## src/rtl/sscg_pkg.sv

```systemverilog
// Package: shared types and the spread-code decode for the modulation
// profile generator. Assumes a 16-bit offset scaled to 1/65536 of nominal.
package sscg_pkg;

    // Captured control set, applied for one full modulation period.
    typedef struct packed {
        logic       run;   // 1 = triangle active
        logic [1:0] code;  // spread amount select
        logic       down;  // 1 = down spread, 0 = center spread
    } ss_cfg_t;

    // Power-on control set: spreading on, widest code, center placement.
    localparam ss_cfg_t CFG_RESET = '{run: 1'b1, code: 2'b11, down: 1'b0};

    // Peak-to-peak span in offset counts for a spread code.
    // The spread is held in thousandths of a percent; the span is
    // rounded so that it is always even, giving an exact half span.
    function automatic int span_counts(input logic [1:0] code);
        int milli;
        case (code)
            2'b00:   milli = 625;
            2'b01:   milli = 1250;
            2'b10:   milli = 2500;
            default: milli = 3750;
        endcase
        return 2 * ((milli * 65536 + 100000) / 200000);
    endfunction

endpackage

```

## src/rtl/sscg_phase.sv

```systemverilog
// Module: modulation phase counter. Counts reference cycles modulo
// 2**PER_LOG2 and flags both the first and the last cycle of a period.
// Assumes PER_LOG2 >= 2 so that the two flags never coincide.
module sscg_phase #(
    parameter int PER_LOG2 = 10
) (
    input  logic                clk,
    input  logic                rst_n,
    output logic [PER_LOG2-1:0] phase_o,
    output logic                first_o,
    output logic                last_o
);

    logic [PER_LOG2-1:0] ph_q;

    // Free-running phase, cleared by reset.
    always_ff @(posedge clk) begin
        if (!rst_n) ph_q <= '0;
        else        ph_q <= ph_q + 1'b1;
    end

    assign phase_o = ph_q;
    assign first_o = (ph_q == '0);
    assign last_o  = (ph_q == '1);

    // The start flag is a single-cycle pulse.
    p_pulse_single_r3: assert property (@(posedge clk) disable iff (!rst_n)
        first_o |=> !first_o);

    // Every last cycle is followed by a start cycle.
    p_wrap_start_r3: assert property (@(posedge clk) disable iff (!rst_n)
        last_o |=> first_o);

endmodule

```

## src/rtl/sscg_cfg_latch.sv

```systemverilog
// Module: control capture. Samples the enable, code and mode pins only on
// the last cycle of a period, so that a new setting takes effect exactly
// where the offset is zero. Reset loads the power-on control set.
module sscg_cfg_latch
    import sscg_pkg::*;
(
    input  logic    clk,
    input  logic    rst_n,
    input  logic    wrap_i,
    input  logic    en_n_i,
    input  logic [1:0] code_i,
    input  logic    down_i,
    output ss_cfg_t cfg_o
);

    ss_cfg_t cfg_q;

    // Capture the pins at the period boundary only.
    always_ff @(posedge clk) begin
        if (!rst_n)      cfg_q <= CFG_RESET;
        else if (wrap_i) cfg_q <= '{run: !en_n_i, code: code_i, down: down_i};
    end

    assign cfg_o = cfg_q;

    // Outside a boundary the captured set never moves.
    p_cfg_hold_r7: assert property (@(posedge clk) disable iff (!rst_n)
        !$past(wrap_i) |-> $stable(cfg_o));

endmodule

```

## src/rtl/sscg_ramp.sv

```systemverilog
// Module: triangle accumulator. Adds or subtracts a code-dependent step
// each cycle; the sign is picked from the top phase bits and the mode.
// The fractional width equals PER_LOG2-1, so the step in accumulator units
// equals the span in offset counts and a half period lands exactly on it.
// Assumes the captured control set changes only when the phase wraps.
module sscg_ramp
    import sscg_pkg::*;
#(
    parameter int PER_LOG2 = 10,
    parameter int OFS_W    = 16
) (
    input  logic                    clk,
    input  logic                    rst_n,
    input  logic [PER_LOG2-1:0]     phase_i,
    input  ss_cfg_t                 cfg_i,
    output logic signed [OFS_W-1:0] offset_o
);

    localparam int FRAC    = PER_LOG2 - 1;
    localparam int ACC_W   = OFS_W + FRAC;
    localparam int QUARTER = 1 << (PER_LOG2 - 2);
    localparam int HALF    = 1 << (PER_LOG2 - 1);
    localparam logic signed [ACC_W-1:0] MAX_STEP = ACC_W'(span_counts(2'b11));

    logic signed [ACC_W-1:0] acc_q;
    logic signed [ACC_W-1:0] step;
    logic signed [OFS_W-1:0] half_span;
    logic                    rising;

    // Step size and direction for the current phase and setting.
    always_comb begin
        step      = ACC_W'(span_counts(cfg_i.code));
        half_span = OFS_W'(span_counts(cfg_i.code) / 2);
        if (cfg_i.down) rising = phase_i[PER_LOG2-1];
        else            rising = (phase_i[PER_LOG2-1] == phase_i[PER_LOG2-2]);
    end

    // Up/down accumulation; held at zero while spreading is off.
    always_ff @(posedge clk) begin
        if (!rst_n)          acc_q <= '0;
        else if (!cfg_i.run) acc_q <= '0;
        else if (rising)     acc_q <= acc_q + step;
        else                 acc_q <= acc_q - step;
    end

    assign offset_o = acc_q[ACC_W-1:FRAC];

    // Zero offset at the start of every period.
    p_zero_at_start_r8: assert property (@(posedge clk) disable iff (!rst_n)
        (phase_i == '0) |-> (acc_q == '0));

    // Disabled spreading keeps the offset at zero.
    p_disabled_zero_r2: assert property (@(posedge clk) disable iff (!rst_n)
        !cfg_i.run |-> (offset_o == '0));

    // Down spread never rises above nominal.
    p_down_nonpos_r5: assert property (@(posedge clk) disable iff (!rst_n)
        (cfg_i.run && cfg_i.down) |-> (offset_o == '0 || offset_o[OFS_W-1]));

    // Down spread bottoms out at the full span at mid-period.
    p_down_trough_r1: assert property (@(posedge clk) disable iff (!rst_n)
        (cfg_i.run && cfg_i.down && phase_i == PER_LOG2'(HALF))
        |-> (offset_o == -OFS_W'(span_counts(cfg_i.code))));

    // Center spread stays within plus and minus half the span.
    p_center_bound_r4: assert property (@(posedge clk) disable iff (!rst_n)
        (cfg_i.run && !cfg_i.down)
        |-> (offset_o <= half_span && offset_o >= -half_span));

    // Center spread peaks at the first quarter point.
    p_center_peak_r4: assert property (@(posedge clk) disable iff (!rst_n)
        (cfg_i.run && !cfg_i.down && phase_i == PER_LOG2'(QUARTER))
        |-> (offset_o == half_span));

    // Linear slope: no jump larger than the widest step.
    p_slew_limit_r9: assert property (@(posedge clk) disable iff (!rst_n)
        (acc_q - $past(acc_q) <= MAX_STEP) && ($past(acc_q) - acc_q <= MAX_STEP));

endmodule

```

## src/rtl/sscg_profile_gen.sv

```systemverilog
// Module: top of the spread-spectrum modulation profile generator.
// Joins the phase counter, the control capture and the triangle ramp.
// Produces a signed offset word and a period-start pulse. The reset is
// synchronous and active low; all logic runs on the reference clock.
module sscg_profile_gen
    import sscg_pkg::*;
#(
    parameter int PER_LOG2 = 10,
    parameter int OFS_W    = 16
) (
    input  logic                    clk,
    input  logic                    rst_n,
    input  logic                    spread_en_n,
    input  logic [1:0]              spread_code,
    input  logic                    down_mode,
    output logic signed [OFS_W-1:0] freq_offset,
    output logic                    period_start
);

    logic [PER_LOG2-1:0] phase;
    logic                first_cyc;
    logic                last_cyc;
    ss_cfg_t             cfg;

    sscg_phase #(.PER_LOG2(PER_LOG2)) u_phase (
        .clk     (clk),
        .rst_n   (rst_n),
        .phase_o (phase),
        .first_o (first_cyc),
        .last_o  (last_cyc)
    );

    sscg_cfg_latch u_cfg (
        .clk    (clk),
        .rst_n  (rst_n),
        .wrap_i (last_cyc),
        .en_n_i (spread_en_n),
        .code_i (spread_code),
        .down_i (down_mode),
        .cfg_o  (cfg)
    );

    sscg_ramp #(.PER_LOG2(PER_LOG2), .OFS_W(OFS_W)) u_ramp (
        .clk      (clk),
        .rst_n    (rst_n),
        .phase_i  (phase),
        .cfg_i    (cfg),
        .offset_o (freq_offset)
    );

    assign period_start = first_cyc;

endmodule

```

## config.mk

```make
export PLATFORM = sky130hd
export DESIGN_NAME = sscg_profile_gen
export DESIGN_NICKNAME = d
export VERILOG_FILES = /design/src/rtl/sscg_pkg.sv /design/src/rtl/sscg_phase.sv /design/src/rtl/sscg_cfg_latch.sv /design/src/rtl/sscg_ramp.sv /design/src/rtl/sscg_profile_gen.sv
export SDC_FILE = /design/constraint.sdc
export NUM_CORES = 1
export LEC_CHECK = 0
export CAP_MARGIN = 20
export CORE_MARGIN = 1.5
export CORE_UTILIZATION = 43
export DETAILED_ROUTE_END_ITERATION = 6
export SLEW_MARGIN = 20
export SYNTH_ARGS = -nofsm -noshare
export SYNTH_HDL_FRONTEND = slang
export SYNTH_HIERARCHICAL = 1
export SYNTH_SLANG_ARGS = --single-unit
```

## constraint.sdc

```tcl
create_clock -name clk -period 3.3 [get_ports clk]
set_clock_uncertainty 0.05 [all_clocks]
set_input_delay 0.66 -clock clk [delete_from_list [all_inputs] [get_ports clk]]
set_output_delay 0.66 -clock clk [all_outputs]
set_load 0.05 [all_outputs]
```

; Word-level counts from Yosys, hierarchy flattened
; Index checks and enable logic that the tools add are counted.
[totals]
reg_bits = 39
in_bits = 6
output_inout_bits = 17
wordCells = 21
[classes]
n_addsub = 4
div_mod_pow = 1
n_eq_ne = 4
n_mux = 3
n_reduce_logical = 4
[op_table]
columns = op, n
row1 = $pmux 12 s3, 1
row2 = $div 32x19->32 const B, 1
row3 = $add 28x17->29 const B, 1
row4 = $add 25x25->25, 1
row5 = $mux 25, 1
row6 = $sub 25x25->25, 1
row7 = $add 10x1->10 const B, 1
row8 = $eq 10x10->1 const B, 1
row9 = $logic_not 10->1, 1
row10 = $eq 2x1->1 const B, 1
row11 = $eq 2x2->1 const B, 1
row12 = $logic_not 2->1, 1
row13 = $reduce_and 2->1, 1
row14 = $eq 1x1->1, 1
row15 = $logic_not 1->1, 1
row16 = $mux 1, 1

; Depth between registers and ports, before layout
[depth]
depth_word = 6
depth_mapped = 12
depth_no_buf = 12

; Modules after synthesis
; Netlist, hierarchy kept.
[by_module_without_submodules]
columns = mod, n_inst, cells_per_inst, area_per_inst_um2, seq_area_each_um2
row1 = sscg_ramp, 1, 270, 2247.2, 480.5
row2 = sscg_phase, 1, 52, 450.4, 200.2
row3 = sscg_cfg_latch, 1, 14, 143.9, 80.1

; Least setup slack after synthesis
; Ideal clock, no wire load.
[synth_timing]
path_type = register to register
startpoint = register u_phase.ph_q[8], in the netlist u_phase/phase_o[8]
endpoint = register u_ramp.acc_q[11]
setup_ps = 120
t_arrival_ps = 2783
t_required_ps = 3130
slack_ps = 348
path_stages_with_launch = 12
n_path_buf = 0
period_less_slack_ps = 2952
cell_sequence = dfxtp_1 nor2_2 xor2_4 clkinv_1 nor2_1 a21oi_1 fa_1 a21o_1 a221oi_4 o21ai_1 and3_1 o31a_1
[synth_via]
elab_chain_len = 3
[synth_rtl]
columns = item, line
row1 = start: declaration, sscg_phase.sv:14  ; logic [PER_LOG2-1:0] ph_q;
row2 = start signal: assignment, sscg_phase.sv:19  ; else ph_q <= ph_q + 1'b1;
row3 = $eq 1x1->1, sscg_ramp.sv:35  ; else rising = (phase_i[PER_LOG2-1] == phase_i[PER_LOG2-2]);
row4 = $mux 1, sscg_ramp.sv:34  ; if (cfg_i.down) rising = phase_i[PER_LOG2-1];
row5 = $mux 25, sscg_ramp.sv:42  ; else if (rising) acc_q <= acc_q + step;
row6 = end signal: assignment, sscg_ramp.sv:42
row7 = end signal: assignment, sscg_ramp.sv:43  ; else acc_q <= acc_q - step;
row8 = end: declaration, sscg_ramp.sv:25  ; logic signed [ACC_W-1:0] acc_q;
; No other way between the ends.
; A chain may end at the register's enable or synchronous reset.

; Final worst setup path
[layout_timing]
startpoint = register u_phase.ph_q[8], in the netlist u_phase/phase_o[8]
endpoint = register u_ramp.acc_q[22]
; The elaborated chain is that of the path after synthesis.

==> impl_metrics.yaml <==
yosys:
  synth.most_common_cell: "dfxtp_1"
  synthCells: 336
  synth_cell_types: 56
  synth_area_um2: 2840
  yosys_warnings: 6
  syn_nets: 373
  synth_flop_cell: "dfxtp_1"
  synth_seq_area_share: 0.268
  yosysTopAreaCell: "dfxtp_1"
  async_flop_share: 0
  ys_seq_elements: 38
  netlist_top_cells_count: "38 x dfxtp_1, 30 x ha_1, 29 x a21oi_1"
  synthTopCellsByArea: "dfxtp_1 27%, ha_1 13%, a21oi_1 5.1%"
  synth_top_area_frac: 0.268
  synth_edf_count: 0
  syn_area_per_cell_um2: 8.46
setup_path:
  path_buf_inv: 2
  r2r-end: "u_ramp/acc_q[22]$_SDFF_PN0_"
  critPathRequiredTime_ns: 3.44
  r2r_cells: 12
  cp_top_family: "compound AO/OA/AOI/OAI gates"
  crit_path_start: "u_phase/phase_o[8]$_SDFF_PN0_"
  cp.arrival_ns: 3.17
  slowest_stage: "dfxtp_1"
  critPathCaptureType: "flip-flop"
  startpoint_type: "flip-flop"
  rrSetupSlack_ns: 0.27
  cp_max_fo: 9
  max_stage_delay_ns: 0.42
  r2r_start: "u_phase/phase_o[8]$_SDFF_PN0_"
  path_cells: "nor2_2 -> xor2_4 -> buf_4 -> xnor2_1 -> inv_1 -> ha_1 -> o211ai_1 -> o21bai_2 -> a21oi_2 -> o31ai_2 -> a221oi_2 -> mux2i_1"
  critical_path_class: "reg2reg"
sta:
  fin_crit_sh: 0.917
  rsz0062_at_grt: "no"
  max_freq_mhz: 331
  finalHoldViolations: 0
  setup_viol: 0
  tightest_slew_ns: 0.501
  fin_ws_ns: 0.275
  setup-tns-final_ns: 0
  slew_headroom: 0.663
  slew_violations: 0
  min_period_ns: 3.03
clock_network:
  ctsResizeCount: 0
  clk-insertion-delay-late_ns: 0.30
  numCtsBuffers: 5
  clockBufferDepth: 2
  cts_sinks: 38
  htreeDepth: 2
  clkTransAtPathRegs_ns: 0.09
  cts_tree: "built"
  clockRootBuffer: "clkbuf_8"
  hold_buffers: 0
  post_cts_buffers: 0
floorplan:
  pin_count: 23
  dieArea_um2: 7100
  die_w_um: 84.3
  rows: 29
  start_util: 0.447
  die_h_um: 84.3
  core_um2: 6350
hold_path:
  whs_path_depth: 1
  min_path_type: "reg2reg"
  min_to: "u_phase/phase_o[0]$_SDFF_PN0_"
  hp-start: "u_phase/phase_o[0]$_SDFF_PN0_"
detailed_routing:
  viasPerCell: 5.50
  wl_per_cell_um: 14.3
  ant_nets: 0
  drtPass1Iterations: 4
  detail_route.iter0.violations: 129
  route.met2.wl_um: 2820
  finalWirelength_um: 6080
  wl_met1_um: 2940
  dr_wl_met3_um: 214
  vias: 2330
  top_layer: "met4"
  drc: 0
global_routing:
  grt_usage: 0.182
  grt_pass1_wl_um: 10500
  grt.overflow.total: 0
  grt_max_degree: 14
  grt_pass1_vias: 2208
  grt_antenna_before_repair: 0
placement:
  placed_area_um2: 3040
  gp_congestion: 0.900
  hpwl_um: 4690
  place_inst: 416
  pre_cts_ws_ns: 0.271
  portBuffers: 22
power:
  leakage_nw: 1.31
  ir_worst_vdd_uv: 212
  p_per_area_nw_per_um2: 415
final_layout:
  insertedDiodeCount: 0
  area_growth_pct: 11.0
  final_cells: 424
  layout-drive-gt1-share: 0.0836
  finalInstanceArea_um2: 3150
  fin_nets: 383
status:
  status: "finished, final reports clean"
flow_run:
  maxCapViolations: 0
worst max-delay path by stage:
stage,to,slack (ns),depth (start not counted)
after global routing,u_ramp/acc_q[18]$_SDFF_PN0_,0.05,11
final,u_ramp/acc_q[22]$_SDFF_PN0_,0.27,12
after detailed placement,u_ramp/acc_q[23]$_SDFF_PN0_,0.27,12
after global placement,u_ramp/acc_q[23]$_SDFF_PN0_,0.27,12
after floorplan,u_ramp/acc_q[11]$_SDFF_PN0_,0.35,11
after CTS,u_ramp/acc_q[23]$_SDFF_PN0_,0.25,12
report_power, final:
part           internal (mW)  total, mW  leakage (nW)  switching [mW]
clock                  0.225      0.410        0.0504           0.185
combinational          0.146      0.379         0.953           0.233
sequential             0.499      0.520         0.310          0.0209
cells by family (layout without fill, tap and decap cells):
family,count (synthesis),after routing,synth area share
multiplexers,5,5,0.0176
AO/OA/AOI/OAI,93,93,0.239
flip-flops,38,38,0.268
adder cells (fa/ha/maj),31,31,0.139
buffers and inverters,42,53,0.0775
XOR/XNOR,21,21,0.0713
AND/OR/NAND/NOR,106,106,0.188
final cells by class:
cell class | instances | area [um^2]
clock buffers | 5 | 68.8
repair buffers | 26 | 250
inverters | 19 | 71.3
fillers | 615 | 3200
well taps | 77 | 96.3
flip-flops and latches | 38 | 761
multi-input cells | 256 | 1860
clock inverters | 3 | 45.0
registers in the layout, indices dropped and copies added (netlist names):
signal	flops
u_cfg/cfg_o	4
u_phase/phase_o	10
u_ramp/acc_q	24
layer usage:
metal  vias up  GRT usage
li1       1207          -
met1      1074      0.246
met2        41      0.297
met3         8     0.0295
met4         0     0.0596
met5         -          0
per-stage QoR:
step                power (mW)   util  hold slack (ns)
finish                    1.31  0.497            0.429
global route              1.38  0.497            0.456
CTS                       1.33  0.497            0.429
global placement         0.909  0.479            0.398
detailed placement       0.907  0.479            0.409
floorplan                0.845      -            0.380
cells in the final DEF (no fill, tap or decap), types with 3 or more instances in the layout:
cell type and count:
xor2_1 9, dfxtp_1 38, and3_1 7, nor3_1 8
o21ai_0 10, nand2b_1 4, a21oi_2 4, clkdlybuf4s50_1 22
or4_1 3, a211oi_1 4, inv_1 17, mux2i_1 5
nand2_1 25, o21ai_1 4, or3_1 3, and2_1 7
clkbuf_8 5, buf_4 4, nor2_1 25, a21oi_1 29
nand3_1 12, o21a_1 10, ha_1 30, o31ai_1 3
xnor2_1 11, a21o_1 11
No activity file was read; power rests on OpenSTA's default activity.
